**config.mk**
```make
export PLATFORM = sky130hd
export DESIGN_NAME = hdlc_rx_fifo
export DESIGN_NICKNAME = d
export VERILOG_FILES = /design/src/rtl/hdlc_rx_pkg.sv /design/src/rtl/hdlc_rx_mem.sv /design/src/rtl/hdlc_rx_wr.sv /design/src/rtl/hdlc_rx_blk.sv /design/src/rtl/hdlc_rx_fifo.sv
export SDC_FILE = /design/constraint.sdc
export NUM_CORES = 1
export LEC_CHECK = 0
export BUFFER_PORTS_ARGS = -buffer_cell sky130_fd_sc_hd__buf_2
export CORE_MARGIN = 2
export CORE_UTILIZATION = 50
export DETAILED_ROUTE_END_ITERATION = 8
export HOLD_SLACK_MARGIN = 0.08
export MAX_ROUTING_LAYER = met4
export PLACE_DENSITY = 0.67
export SYNTH_ARGS = -nofsm -noshare
export SYNTH_HDL_FRONTEND = slang
export SYNTH_HIERARCHICAL = 1
export SYNTH_SLANG_ARGS = --single-unit
```
**constraint.sdc**
```tcl
create_clock -name clk -period 5.65 [get_ports clk]
set_input_delay 1.695 -clock clk [delete_from_list [all_inputs] [get_ports clk]]
set_output_delay 1.695 -clock clk [all_outputs]
set_load 0.05 [all_outputs]
```
**src/rtl/hdlc_rx_pkg.sv**
```systemverilog
package hdlc_rx_pkg;
  localparam int CMD_W       = 8;
  localparam int CMD_ACK_BIT = 7;
  localparam int CMD_RST_BIT = 6;

  typedef enum logic {
    BLK_FULL = 1'b0,
    BLK_TAIL = 1'b1
  } blk_kind_e;
endpackage

```
**src/rtl/hdlc_rx_mem.sv**
```systemverilog
module hdlc_rx_mem #(
  parameter int DATA_W = 8,
  parameter int DEPTH  = 128,
  localparam int AW    = $clog2(DEPTH)
) (
  input  logic              clk,
  input  logic              we,
  input  logic [AW-1:0]     waddr,
  input  logic [DATA_W-1:0] wdata,
  input  logic [AW-1:0]     raddr,
  output logic [DATA_W-1:0] rdata
);
  logic [DATA_W-1:0] store [DEPTH];

  always_ff @(posedge clk) begin
    if (we) store[waddr] <= wdata;
  end

  assign rdata = store[raddr];
endmodule

```
**src/rtl/hdlc_rx_wr.sv**
```systemverilog
module hdlc_rx_wr
  import hdlc_rx_pkg::*;
#(
  parameter int HALF_DEPTH = 64,
  localparam int OFF_W     = $clog2(HALF_DEPTH)
) (
  input  logic             clk,
  input  logic             rst_n,
  input  logic             flush,
  input  logic             in_valid,
  input  logic             in_eof,
  input  logic [1:0]       half_busy,
  output logic             wr_en,
  output logic [OFF_W:0]   wr_addr,
  output logic             close,
  output logic             close_half,
  output blk_kind_e        close_kind,
  output logic [OFF_W-1:0] close_cnt,
  output logic             drop
);
  logic             wh;
  logic [OFF_W-1:0] wr_off;
  logic             last_slot;

  // Bytes held once the current byte lands; a full half wraps to 0.
  function automatic logic [OFF_W-1:0] tail_count(input logic [OFF_W-1:0] off);
    return off + 1'b1;
  endfunction

  assign last_slot  = (wr_off == OFF_W'(HALF_DEPTH - 1));
  assign wr_en      = in_valid & ~half_busy[wh];
  assign drop       = in_valid & half_busy[wh];
  assign wr_addr    = {wh, wr_off};
  assign close      = wr_en & (in_eof | last_slot);
  assign close_half = wh;
  assign close_kind = in_eof ? BLK_TAIL : BLK_FULL;
  assign close_cnt  = tail_count(wr_off);

  always_ff @(posedge clk or negedge rst_n) begin
    if (!rst_n) begin
      wh     <= 1'b0;
      wr_off <= '0;
    end else if (flush) begin
      wh     <= 1'b0;
      wr_off <= '0;
    end else if (close) begin
      wh     <= ~wh;
      wr_off <= '0;
    end else if (wr_en) begin
      wr_off <= wr_off + 1'b1;
    end
  end
endmodule

```
**src/rtl/hdlc_rx_blk.sv**
```systemverilog
module hdlc_rx_blk
  import hdlc_rx_pkg::*;
#(
  parameter int HALF_DEPTH = 64,
  localparam int OFF_W     = $clog2(HALF_DEPTH)
) (
  input  logic             clk,
  input  logic             rst_n,
  input  logic             flush,
  input  logic             ack_req,
  input  logic             rd_req,
  input  logic             close,
  input  logic             close_half,
  input  blk_kind_e        close_kind,
  input  logic [OFF_W-1:0] close_cnt,
  output logic [1:0]       busy,
  output logic [OFF_W:0]   rd_addr,
  output logic             irq_thresh,
  output logic             irq_tail,
  output logic [OFF_W-1:0] tail_cnt,
  output logic             ack_fire
);
  blk_kind_e        kind [2];
  logic [OFF_W-1:0] cnt  [2];
  logic             rh;
  logic [OFF_W-1:0] rd_off;

  assign ack_fire   = ack_req & busy[rh];
  assign irq_thresh = busy[rh] & (kind[rh] == BLK_FULL);
  assign irq_tail   = busy[rh] & (kind[rh] == BLK_TAIL);
  assign tail_cnt   = irq_tail ? cnt[rh] : '0;
  assign rd_addr    = {rh, rd_off};

  always_ff @(posedge clk or negedge rst_n) begin
    if (!rst_n) begin
      busy   <= '0;
      rh     <= 1'b0;
      rd_off <= '0;
      for (int h = 0; h < 2; h++) begin
        kind[h] <= BLK_FULL;
        cnt[h]  <= '0;
      end
    end else if (flush) begin
      busy   <= '0;
      rh     <= 1'b0;
      rd_off <= '0;
    end else begin
      if (ack_fire) begin
        busy[rh] <= 1'b0;
        rh       <= ~rh;
        rd_off   <= '0;
      end else if (rd_req && busy[rh]) begin
        rd_off <= rd_off + 1'b1;
      end
      // A closing half is never the one being released: the writer stalls on a busy half.
      if (close) begin
        busy[close_half] <= 1'b1;
        kind[close_half] <= close_kind;
        cnt[close_half]  <= close_cnt;
      end
    end
  end
endmodule

```
**src/rtl/hdlc_rx_fifo.sv**
```systemverilog
module hdlc_rx_fifo
  import hdlc_rx_pkg::*;
#(
  parameter int DATA_W     = 8,
  parameter int HALF_DEPTH = 64,
  localparam int OFF_W     = $clog2(HALF_DEPTH),
  localparam int DEPTH     = 2 * HALF_DEPTH
) (
  input  logic              clk,
  input  logic              rst_n,
  input  logic              in_valid,
  input  logic [DATA_W-1:0] in_data,
  input  logic              in_eof,
  input  logic              rd_en,
  output logic [DATA_W-1:0] rd_data,
  input  logic              cmd_we,
  input  logic [CMD_W-1:0]  cmd_data,
  output logic              irq_blk,
  output logic              irq_end,
  output logic [OFF_W-1:0]  end_count,
  output logic              overflow
);
  logic             flush;
  logic             ack_req;
  logic             ack_fire;
  logic             wr_en;
  logic [OFF_W:0]   wr_addr;
  logic [OFF_W:0]   rd_addr;
  logic             blk_close;
  logic             close_half;
  blk_kind_e        close_kind;
  logic [OFF_W-1:0] close_cnt;
  logic             drop;
  logic [1:0]       half_busy;

  assign flush   = cmd_we & cmd_data[CMD_RST_BIT];
  assign ack_req = cmd_we & cmd_data[CMD_ACK_BIT] & ~flush;

  hdlc_rx_mem #(.DATA_W(DATA_W), .DEPTH(DEPTH)) u_mem (
    .clk   (clk),
    .we    (wr_en),
    .waddr (wr_addr),
    .wdata (in_data),
    .raddr (rd_addr),
    .rdata (rd_data)
  );

  hdlc_rx_wr #(.HALF_DEPTH(HALF_DEPTH)) u_wr (
    .clk        (clk),
    .rst_n      (rst_n),
    .flush      (flush),
    .in_valid   (in_valid),
    .in_eof     (in_eof),
    .half_busy  (half_busy),
    .wr_en      (wr_en),
    .wr_addr    (wr_addr),
    .close      (blk_close),
    .close_half (close_half),
    .close_kind (close_kind),
    .close_cnt  (close_cnt),
    .drop       (drop)
  );

  hdlc_rx_blk #(.HALF_DEPTH(HALF_DEPTH)) u_blk (
    .clk        (clk),
    .rst_n      (rst_n),
    .flush      (flush),
    .ack_req    (ack_req),
    .rd_req     (rd_en),
    .close      (blk_close),
    .close_half (close_half),
    .close_kind (close_kind),
    .close_cnt  (close_cnt),
    .busy       (half_busy),
    .rd_addr    (rd_addr),
    .irq_thresh (irq_blk),
    .irq_tail   (irq_end),
    .tail_cnt   (end_count),
    .ack_fire   (ack_fire)
  );

  always_ff @(posedge clk or negedge rst_n) begin
    if (!rst_n)     overflow <= 1'b0;
    else if (flush) overflow <= 1'b0;
    else if (drop)  overflow <= 1'b1;
  end
endmodule

```
==> impl_metrics.py, run 1 <==
metrics = {
    "setup_path": {
        "cp_cell_sequence": "buf_12 > buf_16 > buf_4 > mux4_2 > mux4_2 > mux4_2 > mux2_2 > buf_2",
        "required_ps": 3950,
        "path_max_fanout": 17,
        "critical_path_class": "reg -> out",
        "crit_path_start_kind": "flop",
        "worstPathArrival_ps": 3910,
        "cp-end-kind": "output port",
        "cp_slowest_stage_delay_ps": 560,
        "slowest_stage": "mux4_2",
        "worst_path_most_repeated_cell": "mux4_2",
    },
    "cts": {
        "max-clock-path-buffers": 3,
        "cts_sinks": 1055,
        "insertion_delay_ps": 680,
        "cts-root-buf": "clkbuf_16",
        "cts_tree": "yes",
        "cts_buffers": 105,
        "h-tree-depth": 3,
        "cts.reportedPaths.clkPinSlew_ps": 60,
    },
    "detailed_routing": {
        "first_iter_violations": 2146,
        "viasPerCell": 6.18,
        "vias": 19100,
        "drcViolationCount": 0,
        "post_drt_wl_per_cell_um": 29.3,
        "postRouteWirelength_um": 90400,
        "drt_pass1_iterations": 6,
        "ant_nets": 0,
    },
    "place": {
        "dp_hpwl_um": 55000,
        "pre_cts_ws_ps": 450,
        "place.gp.congestion": 0.791,
        "io_buffers": 32,
        "placed_area_um2": 43200,
    },
    "floorplan": {
        "die_y_um": 291,
        "rows": 105,
        "start_util_pct": 50.3,
        "ioPinCount": 39,
        "fp.dieW_um": 291,
        "core_region_area_um2": 81700,
        "die_area_um2": 84500,
    },
    "final_layout": {
        "synthToLayoutAreaGrowth_pct": 14.1,
        "drive_gt1_share_pct": 32.8,
        "fin_nets": 1958,
        "diodes": 0,
        "n_fill_cell": 5815,
        "final_area_um2": 46900,
        "utilization_pct": 57.4,
    },
    "timing": {
        "holdWs_ps": 507,
        "fin_skew_ps": 21.6,
        "worstMarginPinSlew_ps": 1240,
        "final_hold_viol_count": 0,
        "fmax_ghz": 0.178,
        "setup_ws_ps": 44.3,
        "final_max_slew_viol_count": 0,
        "grt_setup_unrepaired": "yes",
        "fin_crit_sh_pct": 99.2,
        "max_slew_margin_pct": 16.9,
        "period_minus_slack_ps": 5610,
        "final-setup-viol-count": 0,
    },
    "synthesis": {
        "yosysWarningCount": 6,
        "synthCells": 1775,
        "syn_area_per_cell_um2": 23.2,
        "synthesis.nets": 1799,
        "synth_area_um2": 41100,
    },
    "grt": {
        "grt-ovfl-total": 0,
        "grt_pass1_wl_um": 133000,
        "antenna_found_initial": 3,
        "grtUsageTotal_pct": 22.4,
        "grt_pass1_vias": 19300,
        "grt_start_max_net_pins": 102,
    },
    "power": {
        "power_density_nw_per_um2": 391,
        "finalPower_mw": 18.3,
        "vdd_drop_max_mv": 0.257,
        "total_leakage_power_nw": 14.3,
    },
    "worst_hold_path": {
        "min_path_type": "reg -> reg",
    },
    "status": {
        "outcome": "finished clean",
    },
    "flow_run": {
        "drv_cap": 0,
    },
}
[layout by cell type, fill, tap and decap left out, types with 5 or more instances in the layout]
| master | n |
|---|---|
| mux2_2 | 22 |
| o21ai_0 | 7 |
| buf_16 | 7 |
| mux2i_1 | 8 |
| or3_1 | 5 |
| a21oi_1 | 12 |
| nand2_1 | 24 |
| clkbuf_1 | 25 |
| nor3_1 | 9 |
| buf_4 | 94 |
| buf_6 | 5 |
| nand3_1 | 20 |
| buf_12 | 14 |
| nand4_1 | 5 |
| bufinv_16 | 13 |
| clkinv_1 | 19 |
| mux4_2 | 336 |
| nor2b_1 | 10 |
| dfrtp_1 | 27 |
| inv_1 | 7 |
| nor2_1 | 131 |
| edfxtp_1 | 1024 |
| clkinv_2 | 20 |
| clkbuf_16 | 108 |
| buf_2 | 23 |
[where the power goes]
group	leakage, nW	switching (mW)	internal, mW
combinational	3.05	1.36	1.33
clock	1.68	2.85	4.07
sequential	9.61	0.0840	8.65
[routing by layer]
layer | track usage (%) | up-vias | routed length (um)
met4 | 4.99 | 0 | 1680
met1 | 31.1 | 10400 | 37100
li1 | - | 7877 | -
met2 | 35.6 | 717 | 45800
met5 | - | - | 0
met3 | 3.46 | 119 | 5840
[final timing paths]
path	startpoint	endpoint	slack (ps)	cells past startpoint
worst min-delay path	u_blk/cnt[6]	u_blk/cnt[6]	510	1
worst max register to register	u_wr/close_half	u_mem/store[20][4]	1850	8
worst max-delay path	u_blk/rd_off[0]	rd_data[2]	40	8
max in group asynchronous	rst_n	u_blk/rd_off[0]	4050	1
min in group asynchronous	rst_n	u_blk/rd_off[4]	1080	1
worst min register to register	u_blk/cnt[6]	u_blk/cnt[6]	510	1
[state kept, by name, indices dropped and copies added (netlist names)]
signal	flops
u_blk/kind	2
u_wr/close_half	1
u_wr/wr_off	6
overflow	1
u_blk/rd_off	6
u_blk/busy	2
u_blk/rh	1
u_blk/cnt	12
u_mem/store	1024
[per-stage QoR]
| step | cells | TNS, ps |
|---|---|---|
| floorplan | 1775 | 0 |
| global placement | 2885 | 0 |
| detailed placement | 2885 | 0 |
| CTS | 3090 | 0 |
| global route | 3090 | -42.2 |
| finish | 3090 | 0 |
[area by class of cell]
cell class,count,area [um2],share of cell area [%]
clock inverters,61,664,1.42
multi-input cells,619,9110,19.4
inverters,7,26.3,0.0560
clock buffers,132,2770,5.91
well taps,1070,1340,2.86
flip-flops and latches,1055,31500,67.3
repair buffers,146,1440,3.07
[critical path: cells and delay by family, from the launching register on]
family / cells / cell delay [ps]
buffers and inverters: 4 / 760
flip-flops: 1 / 510
multiplexers: 4 / 1940
[repair_timing]
item,in CTS,in global routing
endpoints found under the setup margin,8,7
buffers inserted,9,0
gates resized for setup,6,7
hold buffers,0,0
gates cloned,3,1
No activity file was read; power rests on OpenSTA's default activity.
==> run 2, diff against run 1 <==
CORE_UTILIZATION = 55   (was 50)
PLACE_DENSITY = 0.73   (was 0.67)
RECOVER_POWER = 25   (was not set)
==> run 2 against run 1 <==
Effect of this change:
- the flow now finishes with violations (capacitance limit, slew limit)
- critical path depth shrank 1
- setup slack better by 22 ps
- cell count is 4.1% lower
- flip-flop and latch count unchanged
- clock-buffer cell count is 2 higher
- first-iteration DRC count up 17%
- largest cell class unchanged
==> impl_metrics.py, run 2 (synthesis results as in run 1) <==
metrics = {
    "status": {
        "outcome": "complete, but fails checks",
        "violations": "capacitance limit, slew limit",
    },
    "setup_path": {
        "critical_path_class": "reg -> out",
        "crit_path_start": "u_blk/rd_off[0]",
        "cp_top_family": "multiplexers",
        "reg2reg_from": "u_wr/close_half",
        "worst_path_most_repeated_cell": "mux4_2",
        "path_max_fanout": 17,
        "crit_end": "rd_data[3]",
        "cp_num_cells": 7,
        "crit_path_start_kind": "flop",
        "r2r-end": "u_mem/store[14][3]",
        "cp-end-kind": "output port",
        "cp_slowest_stage_delay_ps": 580,
        "r2r.worst_path.cells": 7,
        "rrSetupSlack_ps": 1670,
        "slowest_stage": "mux4_2",
        "cp_cell_sequence": "buf_12 > buf_12 > mux4_2 > mux4_2 > mux4_2 > mux2_2 > buf_2",
        "required_ps": 3950,
        "critPathBufInv": 3,
        "worstPathArrival_ps": 3890,
    },
    "final_layout": {
        "top_register": "u_mem/store",
        "n_fill_cell": 4764,
        "final_area_um2": 46300,
        "layout_commonest_cell": "edfxtp_1",
        "synthToLayoutAreaGrowth_pct": 12.6,
        "utilization_pct": 62.4,
        "drive_gt1_share_pct": 31.6,
        "largest_reg_flops": 1024,
        "fin_nets": 1937,
        "reg.largest.list": "u_mem/store (1024), u_blk/cnt (12)",
        "layout_common_cells": "edfxtp_1, mux4_2, nor2_1",
        "fin_cells": 2963,
    },
    "place": {
        "dp_cells": 2766,
        "place.gp.congestion": 0.821,
        "placed_area_um2": 42900,
        "io_buffers": 32,
        "dp_hpwl_um": 52700,
    },
    "detailed_routing": {
        "ant_nets": 0,
        "viasPerCell": 6.55,
        "post_drt_wl_per_cell_um": 30.6,
        "vias": 19400,
        "postRouteWirelength_um": 90600,
        "drt_pass1_iterations": 5,
        "drcViolationCount": 0,
        "first_iter_violations": 2509,
    },
    "power": {
        "comb_power_share_pct": 14.5,
        "intPower_mw": 13.7,
        "total_leakage_power_nw": 14.1,
        "seq_power_share_pct": 48.9,
        "netSwitchingPower_mw": 4.24,
        "pwr-share-clk_pct": 36.7,
        "p_sw_share_pct": 23.7,
        "power_density_nw_per_um2": 387,
        "vdd_drop_max_mv": 0.252,
    },
    "flow_run": {
        "drv_cap": 9,
    },
    "timing": {
        "grt_setup_unrepaired": "no",
        "final_max_slew_viol_count": 732,
        "worstMarginPinSlew_ps": 4050,
        "period_minus_slack_ps": 5580,
        "fin_skew_ps": 20.7,
        "fmax_ghz": 0.179,
        "final-setup-viol-count": 0,
        "max_slew_margin_pct": -170,
        "final_hold_viol_count": 0,
        "fin_crit_sh_pct": 98.8,
    },
    "floorplan": {
        "core_region_area_um2": 74200,
        "rows": 100,
        "die_y_um": 277,
        "fp.dieW_um": 277,
        "die_area_um2": 76900,
        "ioPinCount": 39,
        "start_util_pct": 55.4,
    },
    "cts": {
        "insertion_delay_ps": 650,
        "h-tree-depth": 3,
        "cts_tree": "yes",
        "cts_buffers": 103,
        "holdBufCountCts": 0,
        "cts_sinks": 1055,
        "max-clock-path-buffers": 3,
        "cts.reportedPaths.clkPinSlew_ps": 60,
        "cts-root-buf": "clkbuf_16",
    },
    "grt": {
        "grtUsageTotal_pct": 24.5,
        "antenna_found_initial": 1,
        "grt-ovfl-total": 0,
        "grt_pass1_vias": 19500,
        "grt_start_max_net_pins": 99,
        "grt_pass1_wl_um": 133000,
    },
    "worst_hold_path": {
        "min_path_type": "reg -> reg",
    },
}
## run 2: cell count changes in the layout (fill, tap and decap cells not counted), moves of 4 or more
cell and delta:
buf_4 -19, clkbuf_1 +8, bufinv_16 -6, buf_6 -4
## run 2: worst min-delay path by stage
| stage | startpoint | end | cells after the start |
|---|---|---|---|
| after floorplan | u_blk/cnt[0] | u_blk/cnt[0] | 1 |
| after global placement | u_blk/cnt[5] | u_blk/cnt[5] | 1 |
| after detailed placement | u_blk/cnt[7] | u_blk/cnt[7] | 1 |
| after CTS | u_blk/cnt[7] | u_blk/cnt[7] | 1 |
| after global routing | u_blk/cnt[7] | u_blk/cnt[7] | 1 |
| final | u_blk/cnt[7] | u_blk/cnt[7] | 1 |
## run 2: repair_timing
item                       4_1_cts  5_1_grt
setup endpoints to repair        8        8
gates resized for setup          3        2
setup buffers                    4        4
cloned                           1        2
## run 2: layout make-up
| class | count | area [um2] | area share, % |
|---|---|---|---|
| clock inverters | 51 | 473 | 1.02 |
| well taps | 969 | 1210 | 2.62 |
| clock buffers | 134 | 2770 | 5.98 |
| inverters | 7 | 26.3 | 0.0568 |
| repair buffers | 127 | 1160 | 2.51 |
| flip-flops and latches | 1055 | 31500 | 68.1 |
| diodes | 1 | 2.50 | 0.00541 |
| multi-input cells | 619 | 9110 | 19.7 |
## run 2: per-stage QoR
stage	power [mW]	hold WS (ps)	worst slack, ps	setup TNS [ps]
final	17.9	507	66.1	0
after global routing	18.4	523	9.29	0
after CTS	18.0	512	-1.14	-1.14
after detailed placement	11.4	497	577	0
after global placement	11.4	488	576	0
after floorplan	10.6	479	1040	0
## run 2: metal layers
layer  wire length [um]  track usage, %  vias to the layer above
met5                  0               -                        -
li1                   -               -                     7824
met4               2790            7.25                        0
met2              44900            38.0                      990
met1              35600            34.1                    10400
met3               7350            4.06                      172
## run 2: power groups by stage
stage / Clock [mW] / Combinational [mW] / Sequential, mW
after floorplan: 0 / 1.73 / 8.84
after global placement: 0 / 2.46 / 8.89
after detailed placement: 0 / 2.49 / 8.90
after CTS: 6.68 / 2.55 / 8.73
after global routing: 6.98 / 2.70 / 8.75
final: 6.57 / 2.59 / 8.74
## run 2: worst reg2reg max path: stages, from the launching register on
cell	delay [ps]
dfrtp_1	690
mux2i_1	290
nand2_1	240
inv_1	460
nor2b_1	320
nand3_1	520
buf_4	430
nor2_1	650
